`config.mk`:
```
export PLATFORM = sky130hd
export DESIGN_NAME = gojoint_queue
export DESIGN_NICKNAME = d
export VERILOG_FILES = /design/src/rtl/gojoint_pkg.sv /design/src/rtl/gojoint_ctrl.sv /design/src/rtl/gojoint_data.sv /design/src/rtl/gojoint_queue.sv
export SDC_FILE = /design/constraint.sdc
export NUM_CORES = 1
export LEC_CHECK = 0
export BUFFER_PORTS_ARGS = -buffer_cell sky130_fd_sc_hd__buf_2
export CAP_MARGIN = 25
export CORE_MARGIN = 2
export CORE_UTILIZATION = 46
export CTS_BUF_LIST = sky130_fd_sc_hd__clkbuf_8 sky130_fd_sc_hd__clkbuf_16
export DETAILED_ROUTE_END_ITERATION = 7
export PLACE_DENSITY = 0.84
export SYNTH_ARGS = -nofsm -noshare
export SYNTH_HDL_FRONTEND = slang
export SYNTH_SLANG_ARGS = --single-unit
```
`constraint.sdc`:
```
create_clock -name clk -period 1.45 [get_ports clk]
set_clock_uncertainty 0.1 [all_clocks]
set_input_delay 0.29 -clock clk [delete_from_list [all_inputs] [get_ports clk]]
set_output_delay 0.29 -clock clk [all_outputs]
set_load 0.01 [all_outputs]
```
`src/rtl/gojoint_pkg.sv`:
```
package gojoint_pkg;
  // Per-link strobes from control to datapath
  typedef struct packed {
    logic load;   // upstream joint acts: capture incoming word
    logic drain;  // downstream joint acts: clear to zero
  } linkStrobeT;
endpackage

```
`src/rtl/gojoint_ctrl.sv`:
```
module gojoint_ctrl
  import gojoint_pkg::*;
#(
  parameter int DEPTH = 2
) (
  input  logic                 clk,
  input  logic                 rstN,
  input  logic [DEPTH:0]       go,
  input  logic                 inFill,
  input  logic                 outDrain,
  output logic                 inEmpty,
  output logic                 outFull,
  output linkStrobeT [DEPTH-1:0] strobes
);
  localparam int LAST = DEPTH - 1;

  logic [DEPTH-1:0] fullQ;
  logic [DEPTH:0]   fire;

  // Entry and exit joints talk to the outside world
  assign fire[0]     = go[0] & inFill & ~fullQ[0];
  assign fire[DEPTH] = go[DEPTH] & outDrain & fullQ[LAST];

  // Inner joints: source occupied, destination vacant, permitted
  for (genvar j = 1; j < DEPTH; j++) begin : g_inner
    assign fire[j] = go[j] & fullQ[j-1] & ~fullQ[j];
  end

  for (genvar i = 0; i < DEPTH; i++) begin : g_link
    assign strobes[i].load  = fire[i];
    assign strobes[i].drain = fire[i+1];
    always_ff @(posedge clk) begin
      if (!rstN) fullQ[i] <= 1'b0;
      else       fullQ[i] <= (fullQ[i] & ~fire[i+1]) | fire[i];
    end
  end

  assign inEmpty = ~fullQ[0];
  assign outFull = fullQ[LAST];
endmodule

```
`src/rtl/gojoint_data.sv`:
```
module gojoint_data
  import gojoint_pkg::*;
#(
  parameter int WIDTH = 8,
  parameter int DEPTH = 2
) (
  input  logic                   clk,
  input  logic                   rstN,
  input  linkStrobeT [DEPTH-1:0] strobes,
  input  logic [WIDTH-1:0]       inData,
  output logic [WIDTH-1:0]       outData
);
  logic [WIDTH-1:0] wordQ [DEPTH];
  logic [WIDTH-1:0] srcWord [DEPTH];

  assign srcWord[0] = inData;
  for (genvar i = 1; i < DEPTH; i++) begin : g_src
    assign srcWord[i] = wordQ[i-1];
  end

  for (genvar i = 0; i < DEPTH; i++) begin : g_word
    always_ff @(posedge clk) begin
      if (!rstN)                 wordQ[i] <= '0;
      else if (strobes[i].load)  wordQ[i] <= srcWord[i];
      else if (strobes[i].drain) wordQ[i] <= '0;
    end
  end

  assign outData = wordQ[DEPTH-1];
endmodule

```
`src/rtl/gojoint_queue.sv`:
```
module gojoint_queue
  import gojoint_pkg::*;
#(
  parameter int WIDTH = 8,
  parameter int DEPTH = 2
) (
  input  logic             clk,
  input  logic             rstN,
  input  logic [DEPTH:0]   go,
  input  logic             inFill,
  input  logic [WIDTH-1:0] inData,
  output logic             inEmpty,
  input  logic             outDrain,
  output logic [WIDTH-1:0] outData,
  output logic             outFull
);
  linkStrobeT [DEPTH-1:0] strobes;

  gojoint_ctrl #(.DEPTH(DEPTH)) u_ctrl (
    .clk(clk), .rstN(rstN), .go(go), .inFill(inFill), .outDrain(outDrain),
    .inEmpty(inEmpty), .outFull(outFull), .strobes(strobes)
  );

  gojoint_data #(.WIDTH(WIDTH), .DEPTH(DEPTH)) u_data (
    .clk(clk), .rstN(rstN), .strobes(strobes), .inData(inData), .outData(outData)
  );
endmodule

```
; Yosys cells after proc, flatten, opt, wreduce, memory -nomap -nowiden
; Memories as Yosys holds them, arrays and structs flattened.
; Index checks and enable logic that the tools add are counted.
[totals]
output_inout_bits = 10
word_cells = 39
ff_bits = 2
inputBits = 15
mem_bits_ro = 0
ramBits = 16
latchBits = 0
memories = 1
[memory_table]
columns = name, words, width, read_ports, rd_clocked_by_memory_dff, write_ports, line_no
row1 = u_data.wordQ, 2, 8, 2, 0, 2, gojoint_data.sv:13  ; logic [WIDTH-1:0] wordQ [DEPTH];
[op_classes]
n_addsub = 0
eq_ne = 0
shifts = 0
mul = 0
n_bitwise = 18
n_lt_le_gt_ge = 0
n_mux = 18
n_div = 0
reduce_logical = 0
[op_table]
columns = operator, count
row1 = $mux 8, 4
row2 = $mux 1, 14
row3 = $and 1x1->1, 8
row4 = $or 1x1->1, 6
row5 = $not 1->1, 4

; Longest topological paths before layout
; Gate-level depths: netlist (run 1).
[depth]
ltp_word = 7
depth_mapped = 3
depth_no_buf = 3

; Modules after synthesis
; A second synthesis (run 1) with hierarchy kept.
[unflattened]
cells_unflattened = 49
hier_area_um2 = 725.7
[modules_own_cells]
columns = mod, area_each_um2, seq_area_each_um2, instances, cells_per_inst
row1 = gojoint_data, 610.6, 480.5, 1, 35
row2 = gojoint_ctrl, 115.1, 40.0, 1, 14

; Worst setup path before layout (run 1)
; OpenSTA, ideal clock, no wires.
[synth_path]
path_kind = flip-flop to flip-flop
start = register u_ctrl.fullQ[1] (netlist: u_ctrl.outFull)
end = memory u_data.wordQ[0][0], enable pin
setup_time_ns = 0.337
path_buffers = 0
arrival_ns = 0.803
setup_slack_ns = 0.210
required_ns = 1.013
synth_period_minus_slack_ns = 1.240
stages_incl_launch_ff = 4
path_cell_list = dfxtp_1 > nor2b_2 > nand2_1 > nand3_1
[synth_lines]
columns = element, line_no
row1 = start: declaration, gojoint_ctrl.sv:17  ; logic [DEPTH-1:0] fullQ;
row2 = start signal: indexed assignment, gojoint_ctrl.sv:34  ; else fullQ[i] <= (fullQ[i] & ~fire[i+1]) | fire[i];
row3 = end: declaration, gojoint_data.sv:13

==> reports/results.tsv, run 1 <==
stage	metric	value	unit
critical_path	cp_max_fo	8	
clock_tree	clk_pin_slew	60	ps
sta	fin_ws	177.2	ps
status	status	complete, no violations	
floorplanning	die_w	43.31	um
logic_synthesis	synth_seq_area_share	73.24	%
layout	fillers	124	
floorplanning	initial_utilization	48.30	%
worst_hold_path	worstHoldStart	inData[7]	
floorplanning	core.rowCount	14	
critical_path	cp-end-kind	flop	
layout	final_cell_mix	24 x buf_2, 16 x and2_1, 16 x edfxtp_1	
power_and_ir_drop	power_density	1125	nW/um^2
sta	hold_slack	218.2	ps
power_and_ir_drop	p_switching	0.0001990	W
sta	tightest_slew	209.6	ps
critical_path	r2r_cells	3	
power_and_ir_drop	p_leak	0.4001	nW
clock_tree	clkSinkCount	18	
logic_synthesis	ys_seq_elements	18	
critical_path	reg2reg_slack	180	ps
sta	maxSlewViolCount	0	
logic_synthesis	syn_nets	64	
drt	ant_nets	0	
drt	wirelength	1123	um
place	place_congestion	0.7230	
floorplanning	coreArea	1471	sq um
drt	drt_iter0_drc	4	
global_route	grt_pass1_wl	1821	um
critical_path	worst_setup_path_start_kind	flop	
floorplanning	io_pins	25	
layout	final_common_cell	buf_2	
logic_synthesis	ys_types	11	
clock_tree	numCtsBuffers	3	
critical_path	reg2reg_from	u_ctrl.fullQ[0]	
sta	finalSetupTns	0	ps
worst_hold_path	hold_path.class	in2reg	
worst_hold_path	min_to	u_data.wordQ[0][7]	
logic_synthesis	syn-cell-area	710.7	sq um
clock_tree	postCtsSetupRepairBufs	0	
global_route	gr-usage-met3	2.553	%
clock_tree	cts_buffer_depth	2	
sta	period_minus_slack	1273	ps
global_route	grt.overflow.total	0	
critical_path	crit_type	reg2reg	
global_route	use_met1	15.63	%
sta	max_slew_margin	86.01	%
job	max_cap_viol_count	0	
sta	min_period_over_period	87.78	%
global_route	grt_pass1_vias	420	
global_route	busiest_layer	met2	
place	post-place-ws	93.15	ps
power_and_ir_drop	pwr-share-seq	59.5	%
place	port_buffers	24	
global_route	use_met2	23.88	%
global_route	grt_max_degree	11	
clock_tree	cts_tree	yes	
drt	drc	0	
logic_synthesis	ys_top_cells_by_area	edfxtp_1 68%, and2_1 14%, dfxtp_1 5.6%	
logic_synthesis	syn_inst	49	
drt	post_drt_wl_per_cell	12.08	um
place	dp_hpwl	845.4	um
power_and_ir_drop	comb_power_share	7.6	%
clock_tree	cts-resized-gates	0	
layout	drive_gt1_share	41.56	%
clock_tree	cts-root-buf	clkbuf_8	
power_and_ir_drop	max-vdd-ir-drop	0.0006187	V
global_route	antenna_found_initial	0	
critical_path	r2r-end	u_data.wordQ[0][5]	
clock_tree	insertion_delay	240	ps
drt	dr.pass1.iters	2	
layout	final_nets	93	
clock_tree	cts_hold_buf	0	
layout	multi_input_area	192.7	sq um
power_and_ir_drop	power_frac_clock	32.9	%
sta	rsz0062_at_grt	false	
global_route	grt.total_usage	13.90	%
sta	setup_viol	0	
layout	stdcell_count	93	
drt	vias	451	
drt	viasPerCell	4.849	
power_and_ir_drop	netSwitchingFraction	19.52	%
critical_path	cp_data_required_time	1290	ps
sta	fmax	785.7	MHz
logic_synthesis	yosysTopAreaCellShare	67.61	%
place	dp_cells	89	
logic_synthesis	post-synth-top-area-cell	edfxtp_1	
layout	diodes	0	
floorplanning	die_area	1875	sq um
logic_synthesis	avgSynthCellArea	14.50	sq um
power_and_ir_drop	p_int	0.0008203	W
sta	hold_viol	0	
logic_synthesis	synth_warnings	0	
floorplanning	dieHeight	43.31	um
clock_tree	ctsHtreeMaxLevel	1	
worst_hold_path	worstHoldPathCells	2	
layout	postLayoutCoreUtil	61.56	%
layout	final-seq-area	520.5	sq um
critical_path	arrival	1110	ps
layout	syn2layout_area_growth	27.46	%
worst max-delay path, stage by stage (launching register included):
cell,delay (ps)
dfxtp_1,350
nor2b_2,180
nand2_1,130
nand3_2,210
state kept, by name, indices dropped and copies added, names as in the netlist:
name and flops:
u_data.wordQ 16, u_ctrl.outFull 1, u_ctrl.fullQ 1
synth_stat cells (all sizes together):
cell,number
and2,16
and4,1
nor2b,1
nand2,3
o21ai,1
edfxtp,16
and3,1
inv,2
a21boi,2
nand3,4
dfxtp,2
power groups by stage:
| stage | Sequential, W | Combinational [W] | Clock, W |
|---|---|---|---|
| finish | 0.000607 | 0.0000777 | 0.000335 |
| global route | 0.000610 | 0.0000863 | 0.000361 |
| CTS | 0.000608 | 0.0000771 | 0.000339 |
| detailed placement | 0.000618 | 0.0000762 | 0 |
| global placement | 0.000615 | 0.0000728 | 0 |
| floorplan | 0.000623 | 0.0000282 | 0 |
metal layers:
metal / vias up / wire length (um)
met5: - / 0
met4: 0 / 17
met3: 2 / 54
met2: 15 / 588
met1: 207 / 462
li1: 227 / -
worst max path at each step:
stage                                from            endpoint  depth (start not counted)
final                     u_ctrl.fullQ[0]  u_data.wordQ[0][5]                          3
after global routing      u_ctrl.fullQ[0]  u_data.wordQ[1][7]                          3
after detailed placement  u_ctrl.fullQ[0]  u_data.wordQ[1][4]                          3
after CTS                 u_ctrl.fullQ[0]  u_data.wordQ[0][2]                          3
after global placement    u_ctrl.fullQ[0]  u_data.wordQ[1][5]                          3
after floorplan            u_ctrl.outFull  u_data.wordQ[0][0]                          3
cell type report:
cell class / count / area share [%]
inverters: 2 / 0.8287
repair buffers: 24 / 13.26
flip-flops and latches: 18 / 57.46
clock buffers: 3 / 4.558
clock inverters: 1 / 0.4144
multi-input cells: 29 / 21.27
well taps: 16 / 2.210
metrics by stage:
step | cell area [sq um] | power (W)
after floorplan | 710.7 | 0.0006514
after global placement | 850.8 | 0.0006881
after detailed placement | 850.8 | 0.0006939
after CTS | 895.9 | 0.001024
after global routing | 905.9 | 0.001057
final | 905.9 | 0.001019
cells by family (layout without fill, tap and decap cells):
kind of cell	after synthesis	in the layout	synth area share, %
flops	18	18	73.24
compound gates	3	3	2.816
buf+inv	2	30	1.057
simple gates	26	26	22.89
(Power assumes the default switching activity.)
==> run 2: changes to the inputs <==
--- a/config.mk
+++ b/config.mk
@@ -8,10 +8,11 @@
 export BUFFER_PORTS_ARGS = -buffer_cell sky130_fd_sc_hd__buf_2
 export CAP_MARGIN = 25
 export CORE_MARGIN = 2
-export CORE_UTILIZATION = 46
-export CTS_BUF_LIST = sky130_fd_sc_hd__clkbuf_8 sky130_fd_sc_hd__clkbuf_16
+export CORE_UTILIZATION = 49
+export CTS_BUF_LIST = sky130_fd_sc_hd__clkbuf_4 sky130_fd_sc_hd__clkbuf_8
 export DETAILED_ROUTE_END_ITERATION = 7
-export PLACE_DENSITY = 0.84
+export PLACE_DENSITY = 0.88
+export RECOVER_POWER = 25
 export SYNTH_ARGS = -nofsm -noshare
 export SYNTH_HDL_FRONTEND = slang
 export SYNTH_SLANG_ARGS = --single-unit
==> run 2 against run 1 <==
Compared with the run above:
- register-to-register slack lost 120 ps
- largest cell class unchanged
- setup slack worse by 120 ps
- critical path type unchanged
- utilization grew 4.2 points
- flip-flop and latch count is the same
- critical endpoint is now u_data.wordQ[1][3]
- clock power down 21%
- cell count decreased by 1.1%
- worst hold slack lost 42 ps
- highest routed layer unchanged
==> reports/results.tsv, run 2 (synthesis results as in run 1) <==
stage	metric	value	unit
drt	viasPerCell	5.152	
power_and_ir_drop	power_density	1078	nW/um^2
sta	min_period_over_period	96.16	%
critical_path	arrival	1240	ps
floorplanning	die_w	42.09	um
critical_path	cp-end-kind	flop	
floorplanning	io_pins	25	
floorplanning	initial_utilization	53.28	%
drt	post_drt_wl_per_cell	12.50	um
sta	finalSetupTns	0	ps
layout	diodes	0	
worst_hold_path	worstHoldStart	inData[6]	
drt	ant_nets	0	
floorplanning	die_area	1771	sq um
place	port_buffers	24	
clock_tree	numCtsBuffers	3	
sta	fin_ws	55.64	ps
clock_tree	clkSinkCount	18	
global_route	grt_pass1_vias	453	
drt	drc	0	
job	max_cap_viol_count	0	
sta	tightest_slew	383.1	ps
power_and_ir_drop	comb_power_share	7.9	%
place	place_congestion	0.7330	
clock_tree	cts_tree	yes	
drt	vias	474	
sta	max_slew_margin	74.39	%
layout	final_nets	93	
global_route	grt.total_usage	14.56	%
layout	final_common_cell	buf_2	
clock_tree	cts-root-buf	clkbuf_4	
global_route	grt_max_degree	11	
power_and_ir_drop	pwr-share-seq	64.1	%
sta	hold_slack	176.4	ps
global_route	grt_pass1_wl	1863	um
layout	drive_gt1_share	38.96	%
clock_tree	cts_buffer_depth	2	
sta	fmax	717.2	MHz
clock_tree	cts-resized-gates	0	
place	post-place-ws	60.19	ps
layout	largest_register	u_data.wordQ	
layout	fillers	105	
clock_tree	insertion_delay	280	ps
critical_path	cp_max_fo	8	
layout	final_cell_mix	24 x buf_2, 16 x edfxtp_1, 15 x and2_1, 4 x nand3_1, 4 x clkbuf_4	
critical_path	r2r_cells	3	
floorplanning	coreArea	1334	sq um
critical_path	startpoint	u_ctrl.fullQ[0]	
floorplanning	dieHeight	42.09	um
sta	period_minus_slack	1394	ps
worst_hold_path	worstHoldPathCells	2	
drt	dr.pass1.iters	4	
layout	largest_reg_flops	16	
layout	syn2layout_area_growth	23.42	%
sta	setup_viol	0	
clock_tree	cts_hold_buf	0	
clock_tree	clk_pin_slew	100	ps
drt	drt_iter0_drc	5	
sta	maxSlewViolCount	0	
critical_path	cp_data_required_time	1300	ps
power_and_ir_drop	p_leak	0.3832	nW
clock_tree	postCtsSetupRepairBufs	0	
floorplanning	core.rowCount	13	
critical_path	reg2reg_from	u_ctrl.fullQ[0]	
power_and_ir_drop	power_frac_clock	28.0	%
power_and_ir_drop	p_switching	0.0001896	W
sta	rsz0062_at_grt	true	
critical_path	crit_type	reg2reg	
power_and_ir_drop	p_int	0.0007559	W
drt	wirelength	1150	um
power_and_ir_drop	max-vdd-ir-drop	0.0005501	V
critical_path	worst_setup_path_start_kind	flop	
global_route	antenna_found_initial	0	
place	dp_hpwl	913.7	um
power_and_ir_drop	netSwitchingFraction	20.05	%
clock_tree	ctsHtreeMaxLevel	1	
worst_hold_path	hold_path.class	in2reg	
global_route	grt.overflow.total	0	
sta	hold_viol	0	
status	status	complete, no violations	
run 2: changes by cell type in the layout (fill, tap and decap cells not counted), sizes merged:
cell    change
clkbuf      +1
inv         -1
run 2: routing by layer:
metal  wire length (um)  vias to the layer above  track usage (%)  part of all wire (%)
li1                   -                      226                -                     -
met1                402                      219            12.57                    35
met2                595                       23            25.62                    52
met5                  0                        -                0                     0
met4                 70                        0            13.75                   6.1
met3                 82                        6            4.741                   7.1
run 2: power groups by stage:
stage	logic (W)	clock network [W]	registers [W]
finish	0.0000746	0.000265	0.000606
global route	0.0000836	0.000293	0.000609
CTS	0.0000772	0.000269	0.000606
detailed placement	0.0000772	0	0.000618
global placement	0.0000726	0	0.000615
floorplan	0.0000282	0	0.000623
run 2: area by class of cell:
cell class,instances,area [sq um],share of cell area [%]
Sequential cell,18,520.5,59.34
Multi-Input combinational cell,29,180.2,20.54
Timing Repair Buffer,24,120.1,13.69
Clock buffer,4,30.03,3.424
Tap cell,15,18.77,2.140
Inverter,2,7.507,0.8559
run 2: worst paths after layout:
kind | slack, ps | end
setup / recovery | 60 | u_data.wordQ[1][3]
hold / removal | 180 | u_data.wordQ[0][6]
setup reg to reg | 60 | u_data.wordQ[1][3]
hold reg to reg | 430 | u_data.wordQ[1][7]
run 2: stage by stage:
step,util [%],instances,total power [W],area (sq um)
after global placement,63.70,88,0.0006880,849.6
final,65.76,92,0.0009455,877.1
after detailed placement,63.70,88,0.0006955,849.6
after global routing,65.76,92,0.0009849,877.1
after floorplan,-,49,0.0006514,710.7
after CTS,65.95,92,0.0009528,879.6
run 2: critical path, cell delays in order, from the launching register on:
cell	delay [ps]
dfxtp_1	360
nor2b_2	170
nand2_1	110
nand3_1	330
==> run 3: changes to the inputs <==
--- a/config.mk
+++ b/config.mk
@@ -10,7 +10,9 @@
 export CORE_MARGIN = 2
 export CORE_UTILIZATION = 49
 export CTS_BUF_LIST = sky130_fd_sc_hd__clkbuf_4 sky130_fd_sc_hd__clkbuf_8
+export CTS_CLUSTER_DIAMETER = 80
 export DETAILED_ROUTE_END_ITERATION = 7
+export MAX_ROUTING_LAYER = met4
 export PLACE_DENSITY = 0.88
 export RECOVER_POWER = 25
 export SYNTH_ARGS = -nofsm -noshare
==> run 3 against run 2 <==
Compared with the run above:
- sequential share of layout area stayed put
- non-clock buffer count stayed put
- largest power group unchanged
- critical endpoint unchanged
- worst hold slack better by 0.98 ps
- highest routed layer unchanged
==> reports/results.tsv, run 3 (synthesis results as in run 1) <==
stage	metric	value	unit
layout	largest_reg_flops	16	
sta	max_slew_margin	74.39	%
clock_tree	cts_hold_buf	0	
global_route	busiest_layer	met2	
global_route	use_met1	12.57	%
drt	vias	474	
critical_path	crit_buf_inv	0	
critical_path	cp-end-kind	flop	
place	place_area	849.6	sq um
drt	viasPerCell	5.152	
layout	largest_register	u_data.wordQ	
sta	setup_viol	0	
layout	postLayoutCoreUtil	65.76	%
critical_path	critPathSlowestCell	dfxtp_1	
drt	wirelength	1141	um
sta	fmax	717.2	MHz
critical_path	cp_max_fo	8	
sta	min_period_over_period	96.16	%
layout	postLayoutCellArea	877.1	sq um
layout	syn2layout_area_growth	23.42	%
clock_tree	clk_pin_slew	100	ps
clock_tree	cts-root-buf	clkbuf_4	
place	dp_hpwl	913.7	um
layout	drive_gt1_share	38.96	%
power_and_ir_drop	p_switching	0.0001890	W
job	max_cap_viol_count	0	
drt	ant_nets	0	
layout	diodes	0	
status	status	complete, no violations	
global_route	use_met2	25.62	%
critical_path	path_cells	nor2b_2 -> nand2_1 -> nand3_1	
global_route	grt_pass1_wl	1863	um
critical_path	worst-path-stages	3	
floorplanning	io_pins	25	
clock_tree	cts_tree	yes	
drt	post_drt_wl_per_cell	12.40	um
clock_tree	cts_buffer_depth	2	
sta	hold_viol	0	
place	place_congestion	0.7419	
global_route	grt.overflow.total	0	
drt	drt_iter0_drc	5	
power_and_ir_drop	comb_power_share	7.9	%
drt	drc	0	
global_route	antenna_found_initial	0	
power_and_ir_drop	pwr-share-seq	64.1	%
clock_tree	clkSinkCount	18	
clock_tree	ctsHtreeMaxLevel	1	
sta	tightest_slew	383.1	ps
sta	maxSlewViolCount	0	
power_and_ir_drop	p_leak	0.3832	nW
clock_tree	cts-resized-gates	0	
place	port_buffers	24	
sta	rsz0062_at_grt	true	
clock_tree	insertion_delay	280	ps
critical_path	cp_data_required_time	1300	ps
power_and_ir_drop	power_frac_clock	28.0	%
sta	period_minus_slack	1394	ps
global_route	gr-usage-met3	4.741	%
floorplanning	core.rowCount	13	
floorplanning	die_area	1771	sq um
global_route	grt_max_degree	11	
power_and_ir_drop	netSwitchingFraction	20.01	%
clock_tree	postCtsSetupRepairBufs	0	
layout	final_nets	93	
layout	final_cell_mix	24 x buf_2, 16 x edfxtp_1, 15 x and2_1, 4 x nand3_1, 4 x clkbuf_4	
drt	dr.pass1.iters	4	
critical_path	crit_type	reg2reg	
power_and_ir_drop	max-vdd-ir-drop	0.0005484	V
floorplanning	coreArea	1334	sq um
global_route	grt.total_usage	14.97	%
critical_path	critPathTopFamily	simple AND/OR/NAND/NOR gates	
floorplanning	dieHeight	42.09	um
power_and_ir_drop	p_int	0.0007558	W
clock_tree	numCtsBuffers	3	
worst_hold_path	worstHoldPathCells	2	
power_and_ir_drop	power_density	1077	nW/um^2
critical_path	worst_setup_path_start_kind	flop	
critical_path	r2r_cells	3	
sta	finalSetupTns	0	ps
floorplanning	initial_utilization	53.28	%
critical_path	slowest_delay	360	ps
floorplanning	die_w	42.09	um
layout	final_common_cell	buf_2	
global_route	grt_pass1_vias	453	
worst_hold_path	hold_path.class	in2reg	
critical_path	arrival	1240	ps
-- run 3: cell counts in the layout (fill, tap and decap cells not counted) --
No cell type changed its count.
-- run 3: cell type report --
type,instances,area (sq um)
sequential,18,520.5
fill,105,456.7
multi-input combinational,29,180.2
timing repair buffer,24,120.1
clock buffer,4,30.03
tap,15,18.77
inverter,2,7.507
-- run 3: path summary, 6_finish.rpt --
path                                    startpoint                  to  slack [ps]
worst max-delay path               u_ctrl.fullQ[0]  u_data.wordQ[1][3]          60
worst min-delay path                     inData[0]  u_data.wordQ[0][0]         180
worst max register to register     u_ctrl.fullQ[0]  u_data.wordQ[1][3]          60
worst min register to register  u_data.wordQ[0][7]  u_data.wordQ[1][7]         430
-- run 3: routing by layer --
metal / routed length, um / vias up
met5: 0 / -
met4: 72 / 0
met3: 74 / 6
met2: 589 / 23
met1: 404 / 218
li1: - / 227
-- run 3: stage by stage --
stage / power [W] / hold WS, ps / setup slack (ps) / cells
2_1_floorplan: 0.0006514 / 343.8 / 210.4 / 49
3_3_place_gp: 0.0006880 / 397.5 / 176.7 / 88
3_5_place_dp: 0.0006955 / 407.8 / 60.19 / 88
4_1_cts: 0.0009528 / 173.6 / 48.10 / 92
5_1_grt: 0.0009849 / 167.4 / -32.40 / 92
6_report: 0.0009449 / 177.4 / 55.61 / 92
-- run 3: power by group through the flow --
stage | clock network (W) | registers, W | logic [W]
finish | 0.000264 | 0.000606 | 0.0000746
global route | 0.000293 | 0.000609 | 0.0000836
CTS | 0.000269 | 0.000606 | 0.0000772
detailed placement | 0 | 0.000618 | 0.0000772
global placement | 0 | 0.000615 | 0.0000726
floorplan | 0 | 0.000623 | 0.0000282
